[config.mk]
export PLATFORM = sky130hd
export DESIGN_NAME = rms_splitter
export DESIGN_NICKNAME = d
export VERILOG_FILES = /design/src/rtl/rms_pkg.sv /design/src/rtl/rms_align.sv /design/src/rtl/rms_chunk.sv /design/src/rtl/rms_seq.sv /design/src/rtl/rms_splitter.sv
export SDC_FILE = /design/constraint.sdc
export NUM_CORES = 1
export LEC_CHECK = 0
export ABC_CLOCK_PERIOD_IN_PS = 16750
export BUFFER_PORTS_ARGS = -buffer_cell sky130_fd_sc_hd__buf_2
export CAP_MARGIN = 20
export CORE_MARGIN = 3
export CORE_UTILIZATION = 35
export CTS_CLUSTER_SIZE = 40
export DETAILED_ROUTE_END_ITERATION = 10
export GPL_ROUTABILITY_DRIVEN = 0
export GPL_TIMING_DRIVEN = 1
export SYNTH_ARGS = -nofsm -noshare
export SYNTH_HDL_FRONTEND = slang
export SYNTH_SLANG_ARGS = --single-unit
[constraint.sdc]
create_clock -name clk -period 16.75 [get_ports clk]
set_clock_uncertainty 0.15 [all_clocks]
set_input_delay 3.35 -clock clk [delete_from_list [all_inputs] [get_ports clk]]
set_output_delay 3.35 -clock clk [all_outputs]
set_load 0.05 [all_outputs]
[src/rtl/rms_pkg.sv]
package rms_pkg;

    typedef enum logic [1:0] {
        OP_INV   = 2'd0,
        OP_CLEAN = 2'd1,
        OP_FLUSH = 2'd2,
        OP_NONE  = 2'd3
    } op_e;

    typedef enum logic [1:0] {
        K_LINE   = 2'd0,
        K_RCLEAN = 2'd1,
        K_RINV   = 2'd2
    } kind_e;

    typedef enum logic [2:0] {
        S_IDLE  = 3'd0,
        S_PLAN  = 3'd1,
        S_EMIT0 = 3'd2,
        S_EMIT1 = 3'd3,
        S_WAIT  = 3'd4,
        S_DONE  = 3'd5
    } state_e;

    function automatic logic two_beats(kind_e k);
        return k != K_LINE;
    endfunction

endpackage

[src/rtl/rms_align.sv]
module rms_align
    import rms_pkg::*;
#(
    parameter int AW         = 32,
    parameter int LINE_BYTES = 32
) (
    input  op_e           op,
    input  logic [AW-1:0] start_b,
    input  logic [AW-1:0] end_b,
    input  logic          wt,
    output logic          head_vld,
    output logic [AW-1:0] head_addr,
    output logic          tail_vld,
    output logic [AW-1:0] tail_addr,
    output logic [AW-1:0] run_s,
    output logic [AW-1:0] run_e
);
    localparam logic [AW-1:0] LMASK = AW'(LINE_BYTES - 1);
    localparam logic [AW-1:0] LSTEP = AW'(LINE_BYTES);

    logic [AW-1:0] s_dn, e_dn, e_up, s_adv;
    logic          s_off, e_off;

    always_comb begin
        s_dn  = start_b & ~LMASK;
        e_dn  = end_b & ~LMASK;
        e_up  = (end_b + LMASK) & ~LMASK;
        s_off = |(start_b & LMASK);
        e_off = |(end_b & LMASK);
        s_adv = s_off ? s_dn + LSTEP : start_b;

        head_vld  = 1'b0;
        tail_vld  = 1'b0;
        head_addr = s_dn;
        tail_addr = e_dn;
        run_s     = s_dn;
        run_e     = s_dn;
        unique case (op)
            OP_INV: begin
                head_vld = s_off;
                tail_vld = (s_adv < end_b) && e_off;
                run_s    = s_adv;
                run_e    = tail_vld ? e_dn : end_b;
            end
            OP_CLEAN: begin
                run_e = wt ? s_dn : e_up;
            end
            OP_FLUSH: begin
                run_e = e_up;
            end
            default: begin
                run_e = s_dn;
            end
        endcase
    end
endmodule

[src/rtl/rms_chunk.sv]
module rms_chunk #(
    parameter int AW         = 32,
    parameter int MAX_CHUNK  = 1024,
    parameter int PAGE_BYTES = 4096
) (
    input  logic [AW-1:0] cur_s,
    input  logic [AW-1:0] cur_e,
    output logic [AW-1:0] limit
);
    localparam logic [AW-1:0] PMASK = AW'(PAGE_BYTES - 1);

    logic [AW-1:0] cap, pg_top, lim0;

    always_comb begin
        cap    = cur_s + AW'(MAX_CHUNK);
        pg_top = (cur_s | PMASK) + AW'(1);
        lim0   = (cur_e > cap) ? cap : cur_e;
        limit  = (lim0 > pg_top) ? pg_top : lim0;
    end
endmodule

[src/rtl/rms_seq.sv]
module rms_seq
    import rms_pkg::*;
#(
    parameter int AW         = 32,
    parameter int LINE_BYTES = 32,
    parameter int MAX_CHUNK  = 1024,
    parameter int PAGE_BYTES = 4096
) (
    input  logic          clk,
    input  logic          rst,
    input  logic          req_valid,
    input  op_e           req_op,
    input  logic          wt,
    input  logic          pre_head,
    input  logic [AW-1:0] pre_head_a,
    input  logic          pre_tail,
    input  logic [AW-1:0] pre_tail_a,
    input  logic [AW-1:0] pre_s,
    input  logic [AW-1:0] pre_e,
    input  logic          cmd_done,
    output logic          busy,
    output logic          req_done,
    output logic          cmd_valid,
    output kind_e         cmd_kind,
    output logic          cmd_beat,
    output logic [AW-1:0] cmd_addr
);
    localparam int LINE_SH = $clog2(LINE_BYTES);
    localparam int PAGE_SH = $clog2(PAGE_BYTES);

    state_e        state;
    op_e           op_q;
    logic          wt_q, head_q, tail_q, second_q;
    logic [AW-1:0] head_a, tail_a, s_q, e_q, a_q, b_q;
    kind_e         kind_q;
    logic [AW-1:0] lim;
    logic          do_clean;

    rms_chunk #(.AW(AW), .MAX_CHUNK(MAX_CHUNK), .PAGE_BYTES(PAGE_BYTES)) u_chunk (
        .cur_s (s_q),
        .cur_e (e_q),
        .limit (lim)
    );

    assign do_clean = (op_q == OP_CLEAN) ||
                      (op_q == OP_FLUSH && !wt_q && !second_q);

    always_ff @(posedge clk) begin
        if (rst) begin
            state    <= S_IDLE;
            op_q     <= OP_NONE;
            wt_q     <= 1'b0;
            head_q   <= 1'b0;
            tail_q   <= 1'b0;
            second_q <= 1'b0;
            head_a   <= '0;
            tail_a   <= '0;
            s_q      <= '0;
            e_q      <= '0;
            a_q      <= '0;
            b_q      <= '0;
            kind_q   <= K_LINE;
        end else begin
            unique case (state)
                S_IDLE: if (req_valid) begin
                    op_q     <= req_op;
                    wt_q     <= wt;
                    head_q   <= pre_head;
                    head_a   <= pre_head_a;
                    tail_q   <= pre_tail;
                    tail_a   <= pre_tail_a;
                    s_q      <= pre_s;
                    e_q      <= pre_e;
                    second_q <= 1'b0;
                    state    <= S_PLAN;
                end
                S_PLAN: begin
                    if (head_q) begin
                        head_q <= 1'b0;
                        kind_q <= K_LINE;
                        a_q    <= head_a;
                        b_q    <= head_a;
                        state  <= S_EMIT0;
                    end else if (tail_q) begin
                        tail_q <= 1'b0;
                        kind_q <= K_LINE;
                        a_q    <= tail_a;
                        b_q    <= tail_a;
                        state  <= S_EMIT0;
                    end else if (s_q < e_q) begin
                        a_q <= s_q;
                        b_q <= lim - AW'(LINE_BYTES);
                        if (do_clean) begin
                            kind_q <= K_RCLEAN;
                            if (op_q == OP_FLUSH) second_q <= 1'b1;
                            else                  s_q      <= lim;
                        end else begin
                            kind_q   <= K_RINV;
                            s_q      <= lim;
                            second_q <= 1'b0;
                        end
                        state <= S_EMIT0;
                    end else begin
                        state <= S_DONE;
                    end
                end
                S_EMIT0: state <= two_beats(kind_q) ? S_EMIT1 : S_WAIT;
                S_EMIT1: state <= S_WAIT;
                S_WAIT:  if (cmd_done) state <= S_PLAN;
                S_DONE:  state <= S_IDLE;
                default: state <= S_IDLE;
            endcase
        end
    end

    assign busy      = (state != S_IDLE);
    assign req_done  = (state == S_DONE);
    assign cmd_valid = (state == S_EMIT0) || (state == S_EMIT1);
    assign cmd_beat  = (state == S_EMIT1);
    assign cmd_kind  = kind_q;
    assign cmd_addr  = (state == S_EMIT1) ? b_q : a_q;

    // a range start beat is followed at once by its end beat of the same kind
    a_r9_end_follows: assert property (@(posedge clk) disable iff (rst)
        (cmd_valid && !cmd_beat && cmd_kind != K_LINE) |=>
        (cmd_valid && cmd_beat && $stable(cmd_kind)));

    // single-line commands never carry an end beat
    a_r9_line_one_beat: assert property (@(posedge clk) disable iff (rst)
        (cmd_valid && cmd_kind == K_LINE) |-> !cmd_beat);

    // every emitted address is line aligned
    a_r2_line_aligned: assert property (@(posedge clk) disable iff (rst)
        cmd_valid |-> (cmd_addr[LINE_SH-1:0] == '0));

    // end line not below start line and span within the chunk cap
    a_r4_chunk_cap: assert property (@(posedge clk) disable iff (rst)
        (cmd_valid && cmd_beat) |->
        (cmd_addr >= $past(cmd_addr) &&
         (cmd_addr - $past(cmd_addr)) <= AW'(MAX_CHUNK - LINE_BYTES)));

    // start and end beat lie in the same page
    a_r5_same_page: assert property (@(posedge clk) disable iff (rst)
        (cmd_valid && cmd_beat) |->
        ((cmd_addr >> PAGE_SH) == ($past(cmd_addr) >> PAGE_SH)));

    // no range clean under write-through override
    a_r8_wt_no_clean: assert property (@(posedge clk) disable iff (rst)
        (cmd_valid && wt_q) |-> (cmd_kind != K_RCLEAN));

    // completion is a single-cycle pulse
    a_r11_done_pulse: assert property (@(posedge clk) disable iff (rst)
        req_done |=> !req_done);

    // no beat in the cycle right after the wait ends without a plan step
    a_r10_wait_then_plan: assert property (@(posedge clk) disable iff (rst)
        (busy && !cmd_valid && !req_done && $past(cmd_valid)) |=> !cmd_valid);
endmodule

[src/rtl/rms_splitter.sv]
module rms_splitter
    import rms_pkg::*;
#(
    parameter int AW         = 32,
    parameter int LINE_BYTES = 32,
    parameter int MAX_CHUNK  = 1024,
    parameter int PAGE_BYTES = 4096
) (
    input  logic          clk,
    input  logic          rst,
    input  logic          req_valid,
    input  logic [1:0]    req_op,
    input  logic [AW-1:0] req_start,
    input  logic [AW-1:0] req_end,
    input  logic          wt_override,
    output logic          busy,
    output logic          req_done,
    output logic          cmd_valid,
    output logic [1:0]    cmd_kind,
    output logic          cmd_beat,
    output logic [AW-1:0] cmd_addr,
    input  logic          cmd_done
);
    op_e           op_in;
    kind_e         kind_out;
    logic          p_head, p_tail;
    logic [AW-1:0] p_head_a, p_tail_a, p_s, p_e;

    assign op_in    = op_e'(req_op);
    assign cmd_kind = kind_out;

    rms_align #(.AW(AW), .LINE_BYTES(LINE_BYTES)) u_align (
        .op        (op_in),
        .start_b   (req_start),
        .end_b     (req_end),
        .wt        (wt_override),
        .head_vld  (p_head),
        .head_addr (p_head_a),
        .tail_vld  (p_tail),
        .tail_addr (p_tail_a),
        .run_s     (p_s),
        .run_e     (p_e)
    );

    rms_seq #(
        .AW(AW), .LINE_BYTES(LINE_BYTES),
        .MAX_CHUNK(MAX_CHUNK), .PAGE_BYTES(PAGE_BYTES)
    ) u_seq (
        .clk        (clk),
        .rst        (rst),
        .req_valid  (req_valid),
        .req_op     (op_in),
        .wt         (wt_override),
        .pre_head   (p_head),
        .pre_head_a (p_head_a),
        .pre_tail   (p_tail),
        .pre_tail_a (p_tail_a),
        .pre_s      (p_s),
        .pre_e      (p_e),
        .cmd_done   (cmd_done),
        .busy       (busy),
        .req_done   (req_done),
        .cmd_valid  (cmd_valid),
        .cmd_kind   (kind_out),
        .cmd_beat   (cmd_beat),
        .cmd_addr   (cmd_addr)
    );

    // accepting work only from idle
    a_r12_idle_accept: assert property (@(posedge clk) disable iff (rst)
        (!busy && !req_valid) |=> !busy);
endmodule

### Yosys cells after proc, flatten, opt, wreduce, memory -nomap -nowiden

Index checks and enable logic that the tools add are counted.

* flip-flop bits (word level): 193
* input bits: 71
* output and inout port bits: 38

* $add $sub $neg: 5
* $lt $le $gt $ge: 4
* eq/ne operators: 16
* muxes and demuxes: 46
* reductions and logical operators: 22

Operators with widths (count)
* two-way mux 32 bit: 18
* one-hot mux 32 bit (3 select lines): 1
* > comparator 32 bit: 2
* less-than comparator 32 bit: 2
* one-hot mux 32 bit (2 select lines): 1
* adder 32 x 1 -> 32 bit, second input constant: 1
* adder 32 x 11 -> 32 bit, second input constant: 1
* adder 32 x 5 -> 32 bit, second input constant: 1
* adder 32 x 6 -> 32 bit, second input constant: 1
* subtractor 32 x 6 -> 32 bit, second input constant: 1
* two-way mux 3 bit: 6
* one-hot mux 3 bit (5 select lines): 1
* AND reduction 6 bit: 2
* two-way mux 1 bit: 11
* OR reduction 5 bit: 2
* two-way mux 2 bit: 4
* != test 2 bit, second input constant: 4
* AND reduction 2 bit: 4
* equality test 3 x 2 -> 1 bit, second input constant: 2
* equality test 3 bit, second input constant: 2
* != test 3 bit, second input constant: 2
* one-hot mux 1 bit (2 select lines): 3
* nonzero test 3 bit: 2
* two-way mux 5 bit: 1
* other kinds (11): 18

### Longest topological paths before layout

* depth in word-level cells: 11
* depth in mapped cells: 40
* depth with buffers taken out: 32

### Hierarchy

A second synthesis with hierarchy kept.

* cell total of the unflattened synthesis: 2438
* area total of the unflattened synthesis: 17933.4 sq um

Modules (own cells, without submodules)
* rms_seq: times used 1, cells an instance 1435, area each 10935.5 sq um
* rms_align: times used 1, cells an instance 536, area each 3558.4 sq um
* rms_chunk: times used 1, cells an instance 467, area each 3439.5 sq um

### Worst setup path before layout

OpenSTA, ideal clock, no wires.

* path type: reg2reg
* from: register u_seq.s_q[21]
* to: register u_seq.b_q[29]
* library setup time: 0.074 ns
* arrival: 7.764 ns
* data required time: 16.526 ns
* setup slack: 8.762 ns
* cell stages (with the launch flop): 38
* path buffers: 8
* period minus slack after synthesis: 7.988 ns
* cell sequence: dfxtp_1 buf_2 nand4_1 or2_1 clkbuf_1 or3_1 nor2_1 and3_1 nand3_1 xor2_1 ha_1 nand3_1 a2111o_1 a2111o_1 o21a_4 nand2_1 buf_2 clkbuf_1 [2 not listed] nand4_1 nor3_1 o211ai_1 o311ai_0 a2111o_1 o211ai_2 or2_1 buf_6 buf_4 buf_2 nand2_1 ha_1 o31a_1 clkbuf_1 a21bo_1 or3_1 a211o_1 a31oi_1

* longest elaborated chain between the ends: 9
* elaborated cells between the ends (all ways): 13

Ends and longest elaborated chain
* start, declared: line rms_seq.sv:34 `logic [AW-1:0] head_a, tail_a, s_q, e_q, a_q, b_q;`
* start signal, assigned: line rms_seq.sv:72 `s_q <= pre_s;`
* start signal, assigned: line rms_seq.sv:96 `else s_q <= lim;`
* start signal, assigned: line rms_seq.sv:99 `s_q <= lim;`
* adder 32 x 11 -> 32 bit: line rms_chunk.sv:15 `cap = cur_s + AW'(MAX_CHUNK);`
* > comparator 32 bit: line rms_chunk.sv:17 `lim0 = (cur_e > cap) ? cap : cur_e;`
* two-way mux 32 bit: line rms_chunk.sv:17
* > comparator 32 bit: line rms_chunk.sv:18 `limit = (lim0 > pg_top) ? pg_top : lim0;`
* two-way mux 32 bit: line rms_chunk.sv:18
* subtractor 32 x 6 -> 32 bit: line rms_seq.sv:92 `b_q <= lim - AW'(LINE_BYTES);`
* two-way mux 32 bit: line rms_seq.sv:90 `end else if (s_q < e_q) begin`
* two-way mux 32 bit: line rms_seq.sv:84 `end else if (tail_q) begin`
* two-way mux 32 bit: line rms_seq.sv:78 `if (head_q) begin`
* end signal, assigned: line rms_seq.sv:88 `b_q <= tail_a;`
* end signal, assigned: line rms_seq.sv:92
* end, declared: line rms_seq.sv:34

Several ways; a longest one is shown, not always the timed one. The select of a mux whose other input is x is not followed.
A chain may end at the register's enable or synchronous reset.

### Final worst setup path

* from: register u_seq.s_q[12]
* to: register u_seq.b_q[29]

The elaborated chain is that of the path after synthesis.

==> results.json <==
{
  "status": "finished clean",
  "clk_pin_slew_ns": 0.08,
  "tns_ns": 0,
  "synth_edf_count": 0,
  "synth_area_per_cell_um2": 7.20,
  "cts_tree": "yes",
  "first_pass_iters": 6,
  "num_io_pins": 109,
  "grt_pass1_wl_um": 91800,
  "start_kind": "flip-flop",
  "fp.dieH_um": 215,
  "fin_cells": 2718,
  "cts_root_buf": "clkbuf_16",
  "antenna_found_initial": 0,
  "area_growth_pct": 9.89,
  "drive_above_1_share_pct": 11.2,
  "p_total_mw": 4.12,
  "arrival_ns": 9.21,
  "pre_cts_slack_ns": 8.00,
  "path_delay_family": "simple AND/OR/NAND/NOR gates",
  "multi_input_area_um2": 10500,
  "dieArea_um2": 46200,
  "ctsResizeCount": 0,
  "placed_area_um2": 16200,
  "setup_viol": 0,
  "hold_buffers": 0,
  "crit_path_top_delay_cell": "dfxtp_1",
  "grt_overflow": 0,
  "synthCells": 2123,
  "fin_crit_sh_pct": 53.5,
  "core_area_um2": 42500,
  "hpwl_um": 45400,
  "grt_use_met3_pct": 6.89,
  "max_stage_delay_ns": 0.72,
  "design_area_um2": 16800,
  "gr-usage-met1_pct": 35.5,
  "vias": 16100,
  "crit_top_cell": "a21o_1",
  "hold_viol_final": 0,
  "rsz0062_at_grt": "no",
  "timing.hold.ws_ns": 0.308,
  "yosysWarnings": 0,
  "drc": 0,
  "syn_area_um2": 15300,
  "grt_use_total_pct": 25.3,
  "die_width_um": 215,
  "grt_start_max_net_pins": 80,
  "synth_ff_type": "dfxtp_1",
  "async_flop_share_pct": 0,
  "clk_latency_ns": 0.47,
  "drv_slew": 0,
  "final_antenna_net_count": 0,
  "end_kind": "flip-flop",
  "post-route-util_pct": 39.5,
  "grt_busiest_layer": "met2",
  "ir_drop_v": 0.000209,
  "critPathRequiredTime_ns": 16.99,
  "dp.cells": 2685,
  "synth.distinct_cells": 80,
  "met2_usage_pct": 36.3,
  "fin_nets": 2316,
  "cp_max_fo": 35,
  "hold_path_class": "reg -> reg",
  "critPathBufInv": 2,
  "final_common_cell": "nand2_1",
  "power.leakage_nw": 6.63,
  "fill_cells": 4471,
  "max_cap_violations": 0,
  "drtIter0Drc": 2076,
  "maxSlewHeadroom_pct": 33.3,
  "drt_wl_total_um": 60100,
  "register_area_um2": 3860,
  "grt_pass1_vias": 15100,
  "synth_seq_area_share_pct": 25.3,
  "fin_crit_ns": 8.97,
  "cts_setup_buffers": 0,
  "clk_path_buf_depth": 2,
  "rows": 75,
  "ys_ff_latch": 193,
  "initial_core_util_pct": 36.0,
  "htree_levels": 4,
  "setup_ws_ns": 7.78,
  "wl_per_cell_um": 22.1,
  "worst-setup-path-type": "reg -> reg",
  "port_buffers": 108,
  "vias_per_cell": 5.94,
  "final_cell_mix": "nand2_1, a21oi_1, dfxtp_1",
  "worstMarginPinSlew_ns": 1.00,
  "pwr_density_cell_nw_per_um2": 245,
  "numCtsBuffers": 17,
  "cts.sinks": 193,
  "max_freq_mhz": 112
}
-- state kept, by name, indices dropped and copies added (netlist names), 2 cells and up --
signal	cells
u_seq.a_q	32
u_seq.b_q	32
u_seq.cmd_kind	2
u_seq.e_q	32
u_seq.head_a	27
u_seq.op_q	2
u_seq.s_q	32
u_seq.state	3
u_seq.tail_a	27
-- final cells by class --
type / instances / area share, %
multi-input combinational: 1677 / 62.5
antenna: 1 / 0.0149
clock inverter: 15 / 0.871
sequential: 193 / 23.0
clock buffer: 17 / 2.53
tap: 577 / 4.30
inverter: 104 / 2.32
timing repair buffer: 134 / 4.42
-- Yosys cell counts, types with 33 or more instances --
cell type,count,share of area [%]
xor2_1,41,2.3
o21a_1,33,1.6
a21oi_1,224,7.3
o21ai_0,94,3.1
nor3_1,65,2.1
nand2_1,336,8.2
a211oi_1,54,2.7
nand4_1,33,1.4
inv_1,102,2.5
nor2_1,186,4.6
dfxtp_1,193,25
mux2_2,36,2.7
clkbuf_1,131,3.2
xnor2_1,64,3.7
nand3_1,61,2.0
ha_1,118,9.7
-- worst reg2reg max path: cells and delay by family, from the launching register on --
kind / cells / cell delay (ns)
simple gates: 9 / 3.06
fa+ha+maj: 3 / 0.99
flops: 1 / 0.72
xor+xnor: 1 / 0.15
buf+inv: 2 / 0.81
compound gates: 12 / 2.58
mux: 1 / 0.44
-- where the power goes --
part           switching [mW]  total [mW]  internal, mW  leakage (nW)
logic                    1.93        2.95          1.02          4.77
registers               0.182       0.759         0.577          1.58
clock network           0.213       0.411         0.198         0.283
-- final timing paths --
check | slack [ns] | end | depth (start not counted) | from
max | 7.78 | u_seq.b_q[29] | 28 | u_seq.s_q[12]
min reg2reg | 0.31 | u_seq.a_q[4] | 2 | u_seq.a_q[4]
max reg2reg | 7.78 | u_seq.b_q[29] | 28 | u_seq.s_q[12]
min | 0.31 | u_seq.a_q[4] | 2 | u_seq.a_q[4]
-- routing by layer --
layer / vias up / share of wire [%] / routed length, um
li1: 7499 / - / -
met1: 7587 / 44 / 26300
met2: 908 / 40 / 24100
met3: 154 / 11 / 6690
met4: 0 / 4.9 / 2960
met5: - / 0 / 0
-- cells by family (layout without fill, tap and decap cells) --
| family | count (synthesis) | count (layout) | share of synthesized area [%] |
|---|---|---|---|
| AND/OR/NAND/NOR | 815 | 815 | 24.5 |
| AO/OA/AOI/OAI | 571 | 571 | 23.5 |
| buffers and inverters | 256 | 270 | 6.51 |
| flip-flops | 193 | 193 | 25.3 |
| adder cells (fa/ha/maj) | 118 | 118 | 9.66 |
| XOR/XNOR | 106 | 106 | 6.16 |
| multiplexers | 63 | 63 | 4.45 |
| other | 1 | 5 | 0.0245 |
No activity file was read; power rests on OpenSTA's default activity.
